**config.mk**
```make
export PLATFORM = sky130hd
export DESIGN_NAME = mc_iocell
export DESIGN_NICKNAME = d
export VERILOG_FILES = /design/src/rtl/mc_pkg.sv /design/src/rtl/mc_cfg_decode.sv /design/src/rtl/mc_clk_select.sv /design/src/rtl/mc_dff.sv /design/src/rtl/mc_out_mux.sv /design/src/rtl/mc_iocell.sv
export SDC_FILE = /design/constraint.sdc
export NUM_CORES = 1
export LEC_CHECK = 0
export ABC_CLOCK_PERIOD_IN_PS = 1500
export BUFFER_PORTS_ARGS = -buffer_cell sky130_fd_sc_hd__clkbuf_2
export CORE_AREA = 2 2 39 41
export CTS_BUF_LIST = sky130_fd_sc_hd__clkbuf_8
export DETAILED_ROUTE_END_ITERATION = 8
export DIE_AREA = 0 0 41 43
export GPL_ROUTABILITY_DRIVEN = 0
export PLACE_DENSITY = 0.46
export REMOVE_ABC_BUFFERS = 1
export SYNTH_ARGS = -nofsm -noshare
export SYNTH_HDL_FRONTEND = slang
export SYNTH_SLANG_ARGS = --single-unit
```
**constraint.sdc**
```tcl
create_clock -name clk -period 1.5 [get_ports clk]
set_clock_uncertainty 0.2 [all_clocks]
set_input_delay 0.225 -clock clk [delete_from_list [all_inputs] [get_ports clk]]
set_output_delay 0.225 -clock clk [all_outputs]
set_load 0.02 [all_outputs]
```
**src/rtl/mc_pkg.sv**
```systemverilog
// Package for the I/O macrocell.
// Holds the mode-word width, the feedback-source encoding, the decoded
// configuration record and the function that maps a mode word onto that
// record. Assumes the mode word is ordered {A,B,C,D} with A as the MSB.
package mc_pkg;

    localparam int MODE_W = 4;
    localparam int POL_BIT = MODE_W - 1;
    localparam int SRC_BIT = MODE_W - 2;
    localparam int SEL_W = MODE_W - 1;

    typedef enum logic [1:0] {
        FB_REG = 2'd0,
        FB_PIN = 2'd1,
        FB_SUM = 2'd2,
        FB_OFF = 2'd3
    } fb_src_e;

    typedef struct packed {
        logic    legal;
        logic    active_high;
        logic    registered;
        fb_src_e fb_src;
    } cell_cfg_t;

    // Map a mode word onto polarity, output source and feedback source.
    function automatic cell_cfg_t decode_mode(input logic [MODE_W-1:0] m);
        cell_cfg_t c;
        c.active_high = m[POL_BIT];
        c.registered  = ~m[SRC_BIT];
        c.legal       = 1'b1;
        case (m[SEL_W-1:0])
            3'b010, 3'b100: c.fb_src = FB_PIN;
            3'b011, 3'b111: c.fb_src = FB_SUM;
            3'b000, 3'b110: c.fb_src = FB_REG;
            default: begin
                c.fb_src = FB_OFF;
                c.legal  = 1'b0;
            end
        endcase
        return c;
    endfunction

endpackage

```
**src/rtl/mc_cfg_decode.sv**
```systemverilog
// Mode decoder.
// Turns the raw mode word into the configuration record used by the output
// and feedback multiplexers. Purely combinational; assumes the mode word is
// quasi-static and changes only between system clock edges.
module mc_cfg_decode
    import mc_pkg::*;
(
    input  logic [MODE_W-1:0] mode,
    output cell_cfg_t         cfg
);

    // Apply the shared decode function to the mode word.
    always_comb begin
        cfg = decode_mode(mode);
    end

endmodule

```
**src/rtl/mc_clk_select.sv**
```systemverilog
// Register clock selector.
// Picks the pin clock or the product-term clock, applies the programmed
// inversion, and emits a one-cycle tick when the result is seen rising at a
// system clock edge. Assumes both candidate clocks are slow compared with
// clk and change only between system edges. The history flop resets to
// IDLE_PREV so that a level that is already active at reset release does
// not count as an edge.
module mc_clk_select #(
    parameter bit IDLE_PREV = 1'b1
) (
    input  logic clk,
    input  logic rst_n,
    input  logic pin_clk,
    input  logic pt_clk,
    input  logic use_pterm,
    input  logic invert,
    output logic tick
);

    logic chosen;
    logic level_now;
    logic level_prev;

    // Choose the source and apply polarity.
    always_comb begin
        chosen    = use_pterm ? pt_clk : pin_clk;
        level_now = chosen ^ invert;
    end

    // Remember the level seen at the previous system edge.
    always_ff @(posedge clk) begin
        if (!rst_n) begin
            level_prev <= IDLE_PREV;
        end else begin
            level_prev <= level_now;
        end
    end

    // Flag a low-to-high transition of the polarity-corrected clock.
    always_comb begin
        tick = level_now & ~level_prev;
    end

endmodule

```
**src/rtl/mc_dff.sv**
```systemverilog
// Macrocell D register with preset and clear.
// Loads the data input on each clock tick. A preset seen on a tick forces
// the register to 1. Clear masks the output at once and clears the stored
// bit on every system edge it covers, so clear overrides preset. Assumes
// clear is held for at least one system edge when the stored bit must
// stay cleared after clear is released.
module mc_dff (
    input  logic clk,
    input  logic rst_n,
    input  logic tick,
    input  logic d,
    input  logic preset,
    input  logic clear,
    output logic q,
    output logic q_hold
);

    // Next state: clear first, then preset on a tick, then data on a tick.
    always_ff @(posedge clk) begin
        if (!rst_n) begin
            q_hold <= 1'b0;
        end else if (clear) begin
            q_hold <= 1'b0;
        end else if (tick) begin
            q_hold <= preset ? 1'b1 : d;
        end
    end

    // Clear takes effect without waiting for any edge.
    always_comb begin
        q = clear ? 1'b0 : q_hold;
    end

endmodule

```
**src/rtl/mc_out_mux.sv**
```systemverilog
// Output and feedback multiplexers.
// Chooses the register or the OR-sum for the pin, applies polarity, gates
// the tri-state enable with the enable term, and routes the pin, the sum
// or Q back to the array. An illegal mode makes the pin input-only.
// Assumes cfg is already decoded.
module mc_out_mux
    import mc_pkg::*;
(
    input  cell_cfg_t cfg,
    input  logic      q,
    input  logic      sum,
    input  logic      pin_in,
    input  logic      oe_term,
    output logic      pin_out,
    output logic      pin_oe,
    output logic      fb_out
);

    logic pre_pol;

    // Drive side: pick the source, apply polarity, silence illegal modes.
    always_comb begin
        pre_pol = cfg.registered ? q : sum;
        if (cfg.legal) begin
            pin_out = cfg.active_high ? pre_pol : ~pre_pol;
        end else begin
            pin_out = 1'b0;
        end
        pin_oe = cfg.legal & oe_term;
    end

    // Feedback side: pick what goes back into the array.
    always_comb begin
        case (cfg.fb_src)
            FB_REG:  fb_out = q;
            FB_SUM:  fb_out = sum;
            FB_PIN:  fb_out = pin_in;
            default: fb_out = pin_in;
        endcase
    end

endmodule

```
**src/rtl/mc_iocell.sv**
```systemverilog
// Configurable I/O macrocell, top level.
// Ties together the mode decoder, the register clock selector, the D
// register and the output/feedback multiplexers. Everything is clocked by
// clk. The register clocks are sampled as data. Reset is synchronous and
// active low.
module mc_iocell
    import mc_pkg::*;
(
    input  logic              clk,
    input  logic              rst_n,
    input  logic [MODE_W-1:0] cfg_mode,
    input  logic              cfg_clk_pterm,
    input  logic              cfg_clk_inv,
    input  logic              or_sum,
    input  logic              oe_term,
    input  logic              preset_term,
    input  logic              clear_term,
    input  logic              pin_clk,
    input  logic              pt_clk,
    input  logic              pin_in,
    output logic              pin_out,
    output logic              pin_oe,
    output logic              fb_out
);

    cell_cfg_t cell_cfg;
    logic      sel_tick;
    logic      q_eff;
    logic      q_hold;

    mc_cfg_decode u_dec (
        .mode (cfg_mode),
        .cfg  (cell_cfg)
    );

    mc_clk_select #(
        .IDLE_PREV (1'b1)
    ) u_clk (
        .clk       (clk),
        .rst_n     (rst_n),
        .pin_clk   (pin_clk),
        .pt_clk    (pt_clk),
        .use_pterm (cfg_clk_pterm),
        .invert    (cfg_clk_inv),
        .tick      (sel_tick)
    );

    mc_dff u_reg (
        .clk    (clk),
        .rst_n  (rst_n),
        .tick   (sel_tick),
        .d      (or_sum),
        .preset (preset_term),
        .clear  (clear_term),
        .q      (q_eff),
        .q_hold (q_hold)
    );

    mc_out_mux u_mux (
        .cfg     (cell_cfg),
        .q       (q_eff),
        .sum     (or_sum),
        .pin_in  (pin_in),
        .oe_term (oe_term),
        .pin_out (pin_out),
        .pin_oe  (pin_oe),
        .fb_out  (fb_out)
    );

endmodule

```
==> reports/results.ini <==
[critical_path]
crit_start = u_reg.q_hold
crit_path_end_kind = output pin
critPathLaunchType = flop
crit_fanout = 3
crit_arrival_ps = 1260
reg2reg_from = u_clk.level_prev
required_ps = 1070
critPathKind = flop to output pin

[detailed_routing]
avgViaCountPerCell = 4.13
drc = 0
dr.pass1.iters = 1
routed_wl_um = 600
vias = 281
wl_per_cell_um = 8.82
ant_nets = 0
drtIter0Drc = 0

[grt]
met3_usage_pct = 1.57
grt_pass1_vias = 286
grt.total_usage_pct = 8.70
grt_max_degree = 6
use_met2_pct = 13.8
grt_busiest_layer = met2
grt_use_met1_pct = 10.8
grt-ovfl-total = 0
antenna_found_initial = 0
grt_pass1_wl_mm = 1.08

[power_and_ir_drop]
pwr-share-seq_pct = 16.0
p_comb_share_pct = 27.7
vdd_drop_max_mv = 0.469
power.clock.fraction_pct = 56.3
netSwitchingFraction_pct = 23.1
p_int_uw = 282
powerDensity_mw_per_mm2 = 804
p_sw_uw = 84.7
leakagePower_uw = 0.000214

[yosys]
ys_types = 20
yosysSeqAreaShare_pct = 18.2
ys_ff_latch = 2
syn_area_sq_um = 220
avgSynthCellArea_sq_um = 8.16
netlist_instances = 27
ys.warnings.count = 0
ys.flop_type = dfxtp_1
synth_edf_count = 0
async_flop_share_pct = 0

[die]
fp.dieArea_sq_mm = 0.00176
rows = 14
core_area_sq_mm = 0.00138
io_pins = 18
die_w_um = 41
initial_core_util_pct = 15.9
dieHeight_um = 43

[timing]
layout_min_cycle_time_ps = 1690
rsz0062_at_grt = true
fin_ws_ps = -189
report.final.slew_viol_count = 0
period_share_pct = 113
fin_setup_tns_ps = -284
slew_headroom_pct = 82.8
worstMarginPinSlew_ps = 258
final_hold_viol_count = 0
fmax_ghz = 0.592
setup_violations = 2

[clocking]
cts_sinks = 2
cts_root_buf = clkbuf_8
clock_latency_ps = 210
tritoncts = built
cts_max_path_buffers = 2
clk_pin_slew_ps = 30
htree_levels = 1
numCtsBuffers = 3

[flow_run]
cap_violations = 0

[place]
dp_slack_ps = -76.5
io_buffers = 17

[finish]
drive_gt1_share_pct = 61.5
n_antenna_cell = 0
fillers = 155
mostFrequentLayoutCells = clkbuf_2 (15), buf_4 (5), clkbuf_8 (4)
final_common_cell = clkbuf_2
final_nets = 69
syn2layout_area_growth_pct = 107

[run_status]
status = finished, violations left
violations = negative setup slack

[hold_path]
hold_path.class = primary input to flop
min_from = cfg_clk_inv

[power groups by stage]
stage	Sequential [uW]	Combinational [uW]	Clock, uW
floorplan	58.9	41.0	0
CTS	58.8	96.1	213
global placement	59.2	83.3	0
finish	58.8	102	207
global route	59.4	113	216
detailed placement	59.2	83.9	0
[worst paths after layout]
check        cells after the start  slack (ps)                to
max                              4        -190           pin_out
min reg2reg                      2         270      u_reg.q_hold
max reg2reg                      3         510      u_reg.q_hold
min                              3          80  u_clk.level_prev
[registers in the layout, indices dropped and copies added, names as in the netlist]
register,count
u_clk.level_prev,1
u_reg.q_hold,1
[metrics by stage]
step / cells / hold slack, ps / cell area [sq um] / utilization (%) / total power [uW]
finish: 68 / 77.6 / 457 / 33.0 / 367
global route: 68 / 124 / 457 / 33.0 / 388
CTS: 68 / 81.6 / 433 / 31.3 / 368
detailed placement: 64 / 190 / 355 / 25.7 / 143
global placement: 64 / 187 / 355 / 25.7 / 143
floorplan: 27 / 86.9 / 220 / - / 99.9
[cells in the mapped netlist, types with 2 or more instances]
cell	count	area, sq um
mux2i_1	3	30.0
nor2b_1	3	18.8
dfxtp_1	2	40.0
nand2_1	2	7.51
o21ai_0	2	10.0
[layer usage]
layer	vias up	share of wire, %
met5	-	0
met4	0	0
met3	0	5.2
met2	8	56
met1	124	39
li1	149	-
[worst max-delay path, cell delays in order (launching register included)]
cell and delay, ps:
dfxtp_2 310, nor3b_1 130, or3_1 310, a22oi_2 130
clkbuf_8 170
[layout make-up]
type	instances	area, sq um	share of cell area [%]
inverters	1	3.75	0.822
multi-input cells	24	214	46.8
clock buffers	3	41.3	9.04
repair buffers	22	136	29.9
flip-flops and latches	2	41.3	9.04
well taps	16	20.0	4.38
[logic make-up (layout without fill, tap and decap cells)]
kind of cell              count (synthesis)  after routing  share of synthesized area [%]
muxes                                     4              4                           19.9
DFF                                       2              2                           18.2
xor gates and xnor gates                  1              1                           3.98
AOI/OAI and AO/OA                         7              7                           23.9
buffers and inverters                     1             26                           1.70
and+or+nand+nor                          12             12                           32.4
[what timing repair did]
item,4_1_cts,5_1_grt
pin swaps,3,2
endpoints found under the setup margin,2,2
cloned,0,0
hold buffers,1,0
buffers inserted,0,0
resized for setup,8,4
endpoints found under the hold margin,1,0
Note: power is estimated with default switching activity, not from simulation.
